File: src/rtl/addrmap_pkg.sv
package addrmap_pkg;
  // Geometry of the 128-bit identical-pair mode
  localparam int ROW_W      = 13;
  localparam int COL_W      = 11;
  localparam int BANK_W     = 2;
  localparam int BURST_W    = 2;
  localparam int SIZE_LO_W  = 8;
  localparam int SIZE_W     = SIZE_LO_W + 1;
  localparam int UNIT_SHIFT = 28;  // one size unit is 256 MiB
  localparam int FIELD_W    = 30;  // permuted fields occupy bits 29..0

  // Strobes from control to datapath
  typedef struct packed {
    logic capture;  // load stage 1 from the request
    logic finish;   // load stage 2 from stage 1
  } strobe_t;
endpackage

File: src/rtl/addrmap_ctrl.sv
module addrmap_ctrl
  import addrmap_pkg::*;
(
  input  logic    clk,
  input  logic    rstN,
  input  logic    reqValid,
  output strobe_t strb,
  output logic    outValid
);
  logic stage1Valid;
  logic stage2Valid;

  always_ff @(posedge clk or negedge rstN) begin
    if (!rstN) begin
      stage1Valid <= 1'b0;
      stage2Valid <= 1'b0;
    end else begin
      stage1Valid <= reqValid;
      stage2Valid <= stage1Valid;
    end
  end

  always_comb begin
    strb.capture = reqValid;
    strb.finish  = stage1Valid;
  end

  assign outValid = stage2Valid;
endmodule

File: src/rtl/addrmap_dp.sv
module addrmap_dp
  import addrmap_pkg::*;
#(
  parameter int NUM_RANKS = 8,
  parameter int RANK_W    = 3,
  parameter int SUM_W     = 12,
  parameter int ADDR_W    = 40
) (
  input  logic                  clk,
  input  logic                  rstN,
  input  logic                  cfgHiWe,
  input  logic                  cfgLoWe,
  input  logic [RANK_W-1:0]     cfgRank,
  input  logic                  cfgHiBit,
  input  logic [SIZE_LO_W-1:0]  cfgLoByte,
  input  strobe_t               strb,
  input  logic [RANK_W-1:0]     reqRank,
  input  logic [BANK_W-1:0]     reqBank,
  input  logic [ROW_W-1:0]      reqRow,
  input  logic [COL_W-1:0]      reqCol,
  input  logic [BURST_W-1:0]    reqBurst,
  output logic [ADDR_W-1:0]     physAddr,
  output logic                  outErr
);
  logic [NUM_RANKS-1:0] sizeHi;
  logic [SIZE_LO_W-1:0] sizeLo  [NUM_RANKS];
  logic [SIZE_W-1:0]    sizeTbl [NUM_RANKS];
  logic [SUM_W-1:0]     baseTbl [NUM_RANKS];
  logic [SUM_W-1:0]     baseAcc;

  // Size table
  always_ff @(posedge clk or negedge rstN) begin
    if (!rstN) begin
      sizeHi <= '0;
      for (int r = 0; r < NUM_RANKS; r++) sizeLo[r] <= '0;
    end else begin
      for (int r = 0; r < NUM_RANKS; r++) begin
        if (cfgHiWe && cfgRank == RANK_W'(r)) sizeHi[r] <= cfgHiBit;
        if (cfgLoWe && cfgRank == RANK_W'(r)) sizeLo[r] <= cfgLoByte;
      end
    end
  end

  // Running sum of sizes gives each rank's base
  always_comb begin
    baseAcc = '0;
    for (int r = 0; r < NUM_RANKS; r++) begin
      sizeTbl[r] = {sizeHi[r], sizeLo[r]};
      baseTbl[r] = baseAcc;
      baseAcc    = baseAcc + SUM_W'(sizeTbl[r]);
    end
  end

  // Bit permutation
  logic [COL_W-1:0]   colSum;
  logic [FIELD_W-1:0] fieldBits;

  always_comb begin
    colSum    = reqCol + COL_W'(reqBurst);
    fieldBits = '0;
    for (int i = 0; i < COL_W; i++) fieldBits[14-i] = colSum[i];
    fieldBits[19] = reqBank[0];
    fieldBits[20] = reqBank[1];
    for (int i = 0; i < 3; i++) fieldBits[26-i] = reqRow[i];
    for (int i = 0; i < 3; i++) fieldBits[21+i] = reqRow[3+i];
    for (int i = 0; i < 4; i++) fieldBits[18-i] = reqRow[6+i];
    for (int i = 0; i < 3; i++) fieldBits[29-i] = reqRow[10+i];
  end

  // Stage 1
  logic [FIELD_W-1:0] s1Fields;
  logic [SUM_W-1:0]   s1Base;
  logic               s1Empty;

  always_ff @(posedge clk or negedge rstN) begin
    if (!rstN) begin
      s1Fields <= '0;
      s1Base   <= '0;
      s1Empty  <= 1'b0;
    end else if (strb.capture) begin
      s1Fields <= fieldBits;
      s1Base   <= baseTbl[reqRank];
      s1Empty  <= (sizeTbl[reqRank] == '0);
    end
  end

  // Stage 2
  logic [ADDR_W-1:0] s1Addr;
  assign s1Addr = {s1Base, {UNIT_SHIFT{1'b0}}} | ADDR_W'(s1Fields);

  always_ff @(posedge clk or negedge rstN) begin
    if (!rstN) begin
      physAddr <= '0;
      outErr   <= 1'b0;
    end else begin
      outErr <= strb.finish & s1Empty;
      if (strb.finish) physAddr <= s1Empty ? '0 : s1Addr;
    end
  end
endmodule

File: src/rtl/dram_loc_mapper.sv
module dram_loc_mapper
  import addrmap_pkg::*;
#(
  parameter  int NUM_RANKS = 8,
  parameter  int PAGE_BITS = 12,
  localparam int RANK_W    = $clog2(NUM_RANKS),
  localparam int SUM_W     = SIZE_W + $clog2(NUM_RANKS),
  localparam int ADDR_W    = SUM_W + UNIT_SHIFT
) (
  input  logic                  clk,
  input  logic                  rstN,
  input  logic                  cfgHiWe,
  input  logic                  cfgLoWe,
  input  logic [RANK_W-1:0]     cfgRank,
  input  logic                  cfgHiBit,
  input  logic [7:0]            cfgLoByte,
  input  logic                  reqValid,
  input  logic [RANK_W-1:0]     reqRank,
  input  logic [1:0]            reqBank,
  input  logic [12:0]           reqRow,
  input  logic [10:0]           reqCol,
  input  logic [1:0]            reqBurst,
  output logic                  outValid,
  output logic                  outErr,
  output logic [ADDR_W-1:0]     physAddr,
  output logic [ADDR_W-PAGE_BITS-1:0] pageNum,
  output logic [PAGE_BITS-1:0]  pageOff
);
  strobe_t strb;

  addrmap_ctrl i_ctrl (
    .clk      (clk),
    .rstN     (rstN),
    .reqValid (reqValid),
    .strb     (strb),
    .outValid (outValid)
  );

  addrmap_dp #(
    .NUM_RANKS (NUM_RANKS),
    .RANK_W    (RANK_W),
    .SUM_W     (SUM_W),
    .ADDR_W    (ADDR_W)
  ) i_dp (
    .clk       (clk),
    .rstN      (rstN),
    .cfgHiWe   (cfgHiWe),
    .cfgLoWe   (cfgLoWe),
    .cfgRank   (cfgRank),
    .cfgHiBit  (cfgHiBit),
    .cfgLoByte (cfgLoByte),
    .strb      (strb),
    .reqRank   (reqRank),
    .reqBank   (reqBank),
    .reqRow    (reqRow),
    .reqCol    (reqCol),
    .reqBurst  (reqBurst),
    .physAddr  (physAddr),
    .outErr    (outErr)
  );

  assign pageOff = physAddr[PAGE_BITS-1:0];
  assign pageNum = physAddr[ADDR_W-1:PAGE_BITS];
endmodule

File: config.mk
export PLATFORM = sky130hd
export DESIGN_NAME = dram_loc_mapper
export DESIGN_NICKNAME = d
export VERILOG_FILES = /design/src/rtl/addrmap_pkg.sv /design/src/rtl/addrmap_ctrl.sv /design/src/rtl/addrmap_dp.sv /design/src/rtl/dram_loc_mapper.sv
export SDC_FILE = /design/constraint.sdc
export NUM_CORES = 1
export LEC_CHECK = 0
export ABC_AREA = 1
export CAP_MARGIN = 20
export CORE_MARGIN = 2
export CORE_UTILIZATION = 25
export CTS_BUF_LIST = sky130_fd_sc_hd__clkbuf_16
export CTS_CLUSTER_SIZE = 30
export DETAILED_ROUTE_END_ITERATION = 10
export PLACE_DENSITY = 0.48
export SYNTH_ARGS = -nofsm -noshare
export SYNTH_HDL_FRONTEND = slang
export SYNTH_SLANG_ARGS = --single-unit
File: constraint.sdc
create_clock -name clk -period 15.58 [get_ports clk]
set_clock_uncertainty 0.2 [all_clocks]
set_input_delay 3.116 -clock clk [delete_from_list [all_inputs] [get_ports clk]]
set_output_delay 3.116 -clock clk [all_outputs]
set_load 0.02 [all_outputs]
* Word level (Yosys, flattened, before mapping)
Index checks and enable logic that the tools add are counted.
Operators by class: add/sub/neg operators 7, order comparisons 1, eq/ne operators 7, multiplexer cells 7, bitwise gates (word level) 3, reduce and logical (&&, ||, !) cells 18
Operator list (number):
- adder 12 x 9 -> 12 bit | 5
- 2-to-1 mux 40 bit | 1
- bitwise OR 40 x 30 -> 40 bit | 1
- binary-select mux 12 bit (select 3 bit) | 1
- binary-select mux 9 bit (select 3 bit) | 1
- 2-to-1 mux 12 bit | 2
- 2-to-1 mux 9 bit | 2
- logical AND 1 bit | 16
- equality test 3 bit (second input constant) | 4
- adder 11 x 2 -> 11 bit | 1
- adder 9 x 9 -> 10 bit | 1
- logical NOT 9 bit | 1
- equality test 3 x 2 -> 1 bit (second input constant) | 2
- >= comparator 4 bit (second input constant) | 1
- inverter 3 -> 4 bit | 1
- equality test 3 x 1 -> 1 bit (second input constant) | 1
- logical NOT 3 bit | 1
- bitwise AND 1 bit | 1
Word-level totals: flip-flop bits (word level) 154, input bits 48, output and inout bits 82, logic and storage cells 66

* Longest topological paths before layout
Gate-level depths: netlist of run 1.
depth in word-level cells 9, mapped depth 44, mapped depth without buffers 44

* Cells and area by module
A second synthesis of run 1 with hierarchy kept.
Second synthesis, totals: cell total of the unflattened synthesis 1263, area, all modules 9846.9 um2
By module, submodules not included:
- addrmap_dp | instances 1, cells each 1219, area each 9481.6 um2, sequential area each 3703.6 um2
- dram_loc_mapper | instances 1, cells each 40, area each 300.3 um2, sequential area each 0.0 um2
- addrmap_ctrl | instances 1, cells each 4, area each 65.1 um2, sequential area each 50.0 um2

* Worst setup path after synthesis of run 1
OpenSTA, ideal clock, no wires.
path kind reg-to-reg, start point register i_dp.sizeLo[56] (netlist name), end point register i_dp.s1Base[9], setup time 0.130 ns, arrival 6.114 ns, required time 15.250 ns, path slack 9.136 ns, stages on the path, launching flop included 42, path buffers 0, period minus slack after synthesis 6.444 ns, path through dfrtp_1 -> ha_1 -> inv_1 -> fa_1 -> o21ai_0 -> xor2_1 -> inv_1 -> ha_1 -> nand2_1 -> inv_1 -> nand2_1 -> nand2_1 -> a21oi_1 -> xnor2_1 -> ha_1 -> nand2_1 -> nand2_1 -> nor2_1 -> [6 not listed] -> ha_1 -> a21oi_1 -> o21a_1 -> nand2_1 -> or2_2 -> nand2_1 -> inv_1 -> ha_1 -> nand2_1 -> nor2_1 -> nand3_1 -> o2111ai_1 -> nand2_1 -> nand3b_1 -> nand2_1 -> nand2_1 -> nand3_1 -> o211ai_1
Between the ends: word-level cells in the longest chain between the ends 9
RTL lines:
- start: declaration | line addrmap_dp.sv:26 | logic [SIZE_LO_W-1:0] sizeLo [NUM_RANKS];
- start signal: indexed assignment | line addrmap_dp.sv:39 | if (cfgLoWe && cfgRank == RANK_W'(r)) sizeLo[r] <= cfgLoByte;
- adder 9 x 9 -> 10 bit (*) | line addrmap_dp.sv:50 | baseAcc = baseAcc + SUM_W'(sizeTbl[r]);
- adder 12 x 9 -> 12 bit (5 in series) | line addrmap_dp.sv:50
- binary-select mux 12 bit (select 3 bit) (*) | line addrmap_dp.sv:82 | s1Base <= baseTbl[reqRank];
- 2-to-1 mux 12 bit (not written as such) (*) (2 in series) | line addrmap_dp.sv:82
- end signal: assignment | line addrmap_dp.sv:82
- end: declaration | line addrmap_dp.sv:72 | logic [SUM_W-1:0] s1Base;
Mark *: on every way between the ends. The rest lies on a longest branch, timed or not. The select of a mux whose other input is x is not followed. A chain may end at the register's enable or synchronous reset.

* Worst setup path after layout of run 1
Same ends and word-level chain as after synthesis.

==> results of run 1 <==
layout make-up:
type                            instances  share of cell area
Inverter                              183              0.0592
Multi-Input combinational cell        826               0.401
Clock inverter                         15              0.0154
Timing Repair Buffer                  129               0.109
Clock buffer                           17              0.0366
Sequential cell                       150               0.323
Tap cell                              511              0.0551
layer usage:
metal / GRT usage / vias up
li1: - / 4152
met1: 0.217 / 3920
met2: 0.218 / 247
met3: 0.0304 / 33
met4: 0.0398 / 2
met5: 0 / -
cell usage in the layout, fill, tap and decap left out, types with 7 or more instances in the layout:
cell             instances
nand3_1                 57
o21ai_0                136
o22ai_1                 33
ha_1                    60
nor2_1                  56
a31oi_1                  9
nand2_1                280
conb_1                   8
nor3_1                  11
o21bai_1                 8
clkbuf_16               17
fa_1                     7
clkdlybuf4s50_1        119
o211ai_1                12
nor4_1                  11
a21oi_1                 46
dfrtp_1                150
inv_1                  178
xnor2_1                 20
xor2_1                  20
buf_4                    8
sequential cells by signal, indices dropped and copies added (netlist names):
signal	flops
i_dp.s1Base	12
i_ctrl.stage1Valid	1
i_ctrl.outValid	1
i_dp.physAddr	36
i_dp.s1Fields	26
i_dp.sizeLo	64
i_dp.s1Empty	1
i_dp.sizeHi	8
i_dp.outErr	1
worst paths after layout:
check	endpoint	slack (ns)	depth (start not counted)
min in group asynchronous	i_dp.sizeHi[0]	2.60	1
max in group asynchronous	i_dp.physAddr[39]	11.31	2
min reg2reg	i_dp.s1Fields[28]	0.27	2
max reg2reg	i_dp.s1Base[9]	8.31	41
max	i_dp.s1Base[9]	8.31	41
min	i_dp.s1Fields[28]	0.27	2
logic make-up (layout without fill, tap and decap cells):
family                     Yosys count  count (layout)
adders and majority gates           67              67
and+or+nand+nor                    439             439
xor gates and xnor gates            40              40
other                                1               8
buffers and inverters              262             344
AOI/OAI and AO/OA                  272             272
DFF                                150             150
tightest hold or removal path, cell delays in order, from the launching register on:
cell and delay [ns]:
dfrtp_1 0.34, nand2_1 0.05, nand2_1 0.05
through the flow:
| step | instance area [µm²] | utilization | hold WS, ns | cells |
|---|---|---|---|---|
| 2_1_floorplan | 9570 | - | 0.152 | 1238 |
| 3_3_place_gp | 11000 | 0.292 | 0.258 | 1799 |
| 3_5_place_dp | 11000 | 0.292 | 0.263 | 1799 |
| 4_1_cts | 11600 | 0.308 | 0.278 | 1831 |
| 5_1_grt | 11600 | 0.308 | 0.300 | 1831 |
| 6_report | 11600 | 0.308 | 0.274 | 1831 |
==> metrics.cfg, run 1 <==
[routing]
wl_um=28400
wl_per_cell_um=15.5
drtIter0Drc=752
top_layer=met5
wl_met2_um=11800
vias_per_cell=4.56
drtAntennaViolNets=0
dr.pass1.iters=5
vias=8354
route.detailed.drc=0
wl_met3_um=1660
met1_length_um=14500

[yosys]
yosysTopAreaCell=dfrtp_1
synth-simple-area-share=0.193
synthAdderAreaFrac=0.0934
synth_top_family_by_area=simple AND/OR/NAND/NOR gates
synth_top_area_frac=0.393
ys_types=44
synth_compound_area_frac=0.162
syn-cell-area_um2=9540
yosysWarnings=0
avgSynthCellArea_um2=7.75
ys_top_cells_by_count=280 x nand2_1, 178 x inv_1, 150 x dfrtp_1
ys.flop_type=dfrtp_1
muxShareOfSynthArea=0
netlist_instances=1231
synth_xor_area_frac=0.0367
ys_seq_area_frac=0.393
ys_ff_latch=150
synthArstFlopShare=1.00
synth_area_leaders=dfrtp_1 39%, nand2_1 11%, ha_1 7.9%
synth_edf_count=0
yosysMostFrequentCell=nand2_1

[worst_hold_path]
hp-start=i_dp.s1Fields[28]
hold_path.class=reg -> reg

[timing]
rsz0062_at_grt=no
timing.slew.headroom=0.371
fmax_ghz=0.138
final-hold-violation-count=0
drv_slew=0
fin_crit_ns=7.27
fin_crit_sh=0.467
layout_setup_ws_ns=8.31
setup_tns_ns=0
tightest_slew_ns=0.943
setup_viol=0

[die]
die_x_um=199
dieArea_um2=39700
die_h_um=199
rows=71
fp.coreArea_um2=37700
initial_core_util=0.253
ios=130

[placement]
pre_cts_slack_ns=8.40
port_buffers=121
hpwl_um=21500
gp_congestion=0.901

[clocking]
clock_latency_ns=0.44
clock_sinks=150
cts_root_buf=clkbuf_16
cts_htree_levels=4
cts_buffers=17
cts_max_path_buffers=2
cts-resized-gates=0
clk_pin_slew_ns=0.06
cts_tree=built
cts_hold_buf=0
cts_setup_buffers=0

[setup_path]
crit_type=reg -> reg
required_ns=15.69
crit_fanout=5
worstSetupStartpoint=i_dp.sizeLo[56]
critPathTopFamily=adder cells
end_kind=register
cp_slowest_stage_delay_ns=0.45
path_buf_inv=5
slowest_stage=fa_1
cp_common_cell=nand2_1
worstPathArrival_ns=7.38
rr_startpoint=i_dp.sizeLo[56]
cp-start-kind=register

[cells_and_area]
drive_gt1_frac=0.0477
fin_nets=1422
fill_cells=4104
syn2layout_area_growth_pct=21.7
multiInputGateArea_um2=4660
seqCellArea_um2=3750
diodes=0

[run]
max_cap_viol_count=0

[global_routing]
grt_max_degree=100
grt_overflow=0
grt_pass1_wl_um=44900
grt_pass1_vias=8027
antenna_found_initial=1
grt_util_all_layers=0.148

[run_status]
status=complete, no violations

Power of run 1 is not shown: default switching activity piles up to over one toggle a cycle in this logic, so the estimate is an artifact.
==> run 2: changes to the inputs <==
--- a/config.mk
+++ b/config.mk
@@ -12,7 +12,7 @@
 export CTS_BUF_LIST = sky130_fd_sc_hd__clkbuf_16
 export CTS_CLUSTER_SIZE = 30
 export DETAILED_ROUTE_END_ITERATION = 10
-export PLACE_DENSITY = 0.48
+export PLACE_DENSITY = 0.49
 export SYNTH_ARGS = -nofsm -noshare
 export SYNTH_HDL_FRONTEND = slang
 export SYNTH_SLANG_ARGS = --single-unit
==> constraint.sdc (replaced) <==
create_clock -name clk -period 6.1 [get_ports clk]
set_clock_uncertainty 0.2 [all_clocks]
set_input_delay 1.22 -clock clk [delete_from_list [all_inputs] [get_ports clk]]
set_output_delay 1.22 -clock clk [all_outputs]
set_load 0.02 [all_outputs]
==> run 2 against run 1 <==
Effect of this change:
- the flow now finishes with violations (setup timing)
- worst hold slack improved by 0.0018 ns
- sequential share of layout area is 5.0 points lower
- routed wire length rose by 6.2%
- non-clock buffer count rose by 150
- cell count up 8.2%
- via count is 6.1% higher
- setup slack worse by 8.5 ns
- first-iteration DRC count down 13%
- register-to-register slack got worse by 8.5 ns
- critical path depth fell by 3
==> metrics.cfg, run 2 (synthesis gave the netlist of run 1 again) <==
[setup_path]
slowest_stage=fa_2
cp-start-kind=register
cp_slowest_stage_delay_ns=0.38
crit_fanout=3
worstSetupStartpoint=i_dp.sizeLo[48]
crit_type=reg -> reg
required_ns=6.20
worstPathArrival_ns=6.38
end_kind=register
rr_startpoint=i_dp.sizeLo[48]

[timing]
layout_setup_ws_ns=-0.173
fin_crit_ns=6.27
fin_crit_sh=1.03
tightest_slew_ns=0.890
rsz0062_at_grt=yes
holdWs_ns=0.276
fmax_ghz=0.159
setup_tns_ns=-0.399
drv_slew=0
timing.slew.headroom=0.404
final-hold-violation-count=0
setup_viol=3

[clocking]
cts_root_buf=clkbuf_16
cts_htree_levels=4
cts_tree=built
clock_sinks=150
clock_latency_ns=0.43
cts_buffers=17
cts_max_path_buffers=2
clk_pin_slew_ns=0.06

[die]
ios=130
fp.coreArea_um2=37700
rows=71
die_x_um=199
die_h_um=199
initial_core_util=0.253
dieArea_um2=39700

[routing]
wl_per_cell_um=15.2
wl_um=30200
drtIter0Drc=651
dr.pass1.iters=5
vias_per_cell=4.47
route.detailed.drc=0
vias=8864
drtAntennaViolNets=0

[cells_and_area]
largest_register_ffs=64
drive_gt1_frac=0.227
reg_top3=i_dp.sizeLo: 64 flops, i_dp.physAddr: 36 flops, i_dp.s1Fields: 26 flops
diodes=0
syn2layout_area_growth_pct=43.8
final_common_cell=nand2_1
utilization=0.364
fill_cells=3914
fin_nets=1572
final_cell_mix=260 x nand2_1, 167 x inv_1, 150 x dfrtp_1, 150 x buf_4, 129 x o21ai_0
regMostFlops=i_dp.sizeLo

[run_status]
violations=setup timing
status=complete, but fails checks

[global_routing]
grt_util_all_layers=0.153
grt_pass1_vias=8425
antenna_found_initial=1
grt_max_degree=62
grt_pass1_wl_um=46700
grt_overflow=0

[run]
max_cap_viol_count=0

[placement]
hpwl_um=22600
gp_congestion=0.832
pre_cts_slack_ns=-0.449
port_buffers=121

[worst_hold_path]
hold_path.class=reg -> reg
hp-start=i_dp.s1Fields[29]

run 2: changes by cell type in the layout (fill, tap and decap cells not counted), moves of 7 or more:
cell and delta:
nand2_2 +14, xor2_2 +8, xor2_1 -12, nand2_1 -20, xnor2_1 -10, buf_4 +142
a21oi_2 +13, inv_2 +9, buf_6 +7, inv_1 -11, o21ai_0 -7, ha_4 +22
a21oi_1 -18, ha_1 -24
run 2: worst max-delay path: cells and delay by family, from the launching register on:
kind | cells | cell delay [ns]
adder cells (fa/ha/maj) | 7 | 1.87
AND/OR/NAND/NOR | 17 | 1.76
AO/OA/AOI/OAI | 7 | 0.96
XOR/XNOR | 4 | 0.82
flip-flops | 1 | 0.36
buffers and inverters | 3 | 0.16
run 2: timing repair:
item,CTS,global route
resized for setup,57,97
setup buffers,26,15
hold buffers,0,0
pin swaps,60,95
setup endpoints to repair,7,8
run 2: layout make-up:
type                       count  area [µm²]  share of cell area
multi-input combinational    826        5580               0.406
sequential                   150        3750               0.274
timing repair buffer         279        2430               0.177
inverter                     183         692              0.0504
tap                          511         639              0.0466
clock buffer                  17         425              0.0310
clock inverter                15         204              0.0149
run 2: per-stage QoR:
stage          instances  cell area, µm²
6_report            1981           13700
5_1_grt             1981           13700
4_1_cts             1966           13100
3_5_place_dp        1909           11900
3_3_place_gp        1908           11900
2_1_floorplan       1238            9640
run 2: per-layer routing:
| metal | track usage | vias to the layer above | share of wire |
|---|---|---|---|
| li1 | - | 4449 | - |
| met1 | 0.222 | 4197 | 0.50 |
| met2 | 0.237 | 197 | 0.44 |
| met3 | 0.0260 | 19 | 0.043 |
| met4 | 0.0337 | 2 | 0.010 |
| met5 | 0 | - | 0.00043 |
run 2: worst paths after layout:
path,endpoint,slack (ns),depth (start not counted)
worst min-delay path,i_dp.s1Fields[29],0.28,2
worst min register to register,i_dp.s1Fields[29],0.28,2
max in group asynchronous,i_dp.s1Fields[23],4.12,2
min in group asynchronous,i_dp.sizeLo[44],0.47,1
worst max-delay path,i_dp.s1Base[9],-0.17,38
worst max register to register,i_dp.s1Base[9],-0.17,38
Power of run 2 is left out for the same reason.
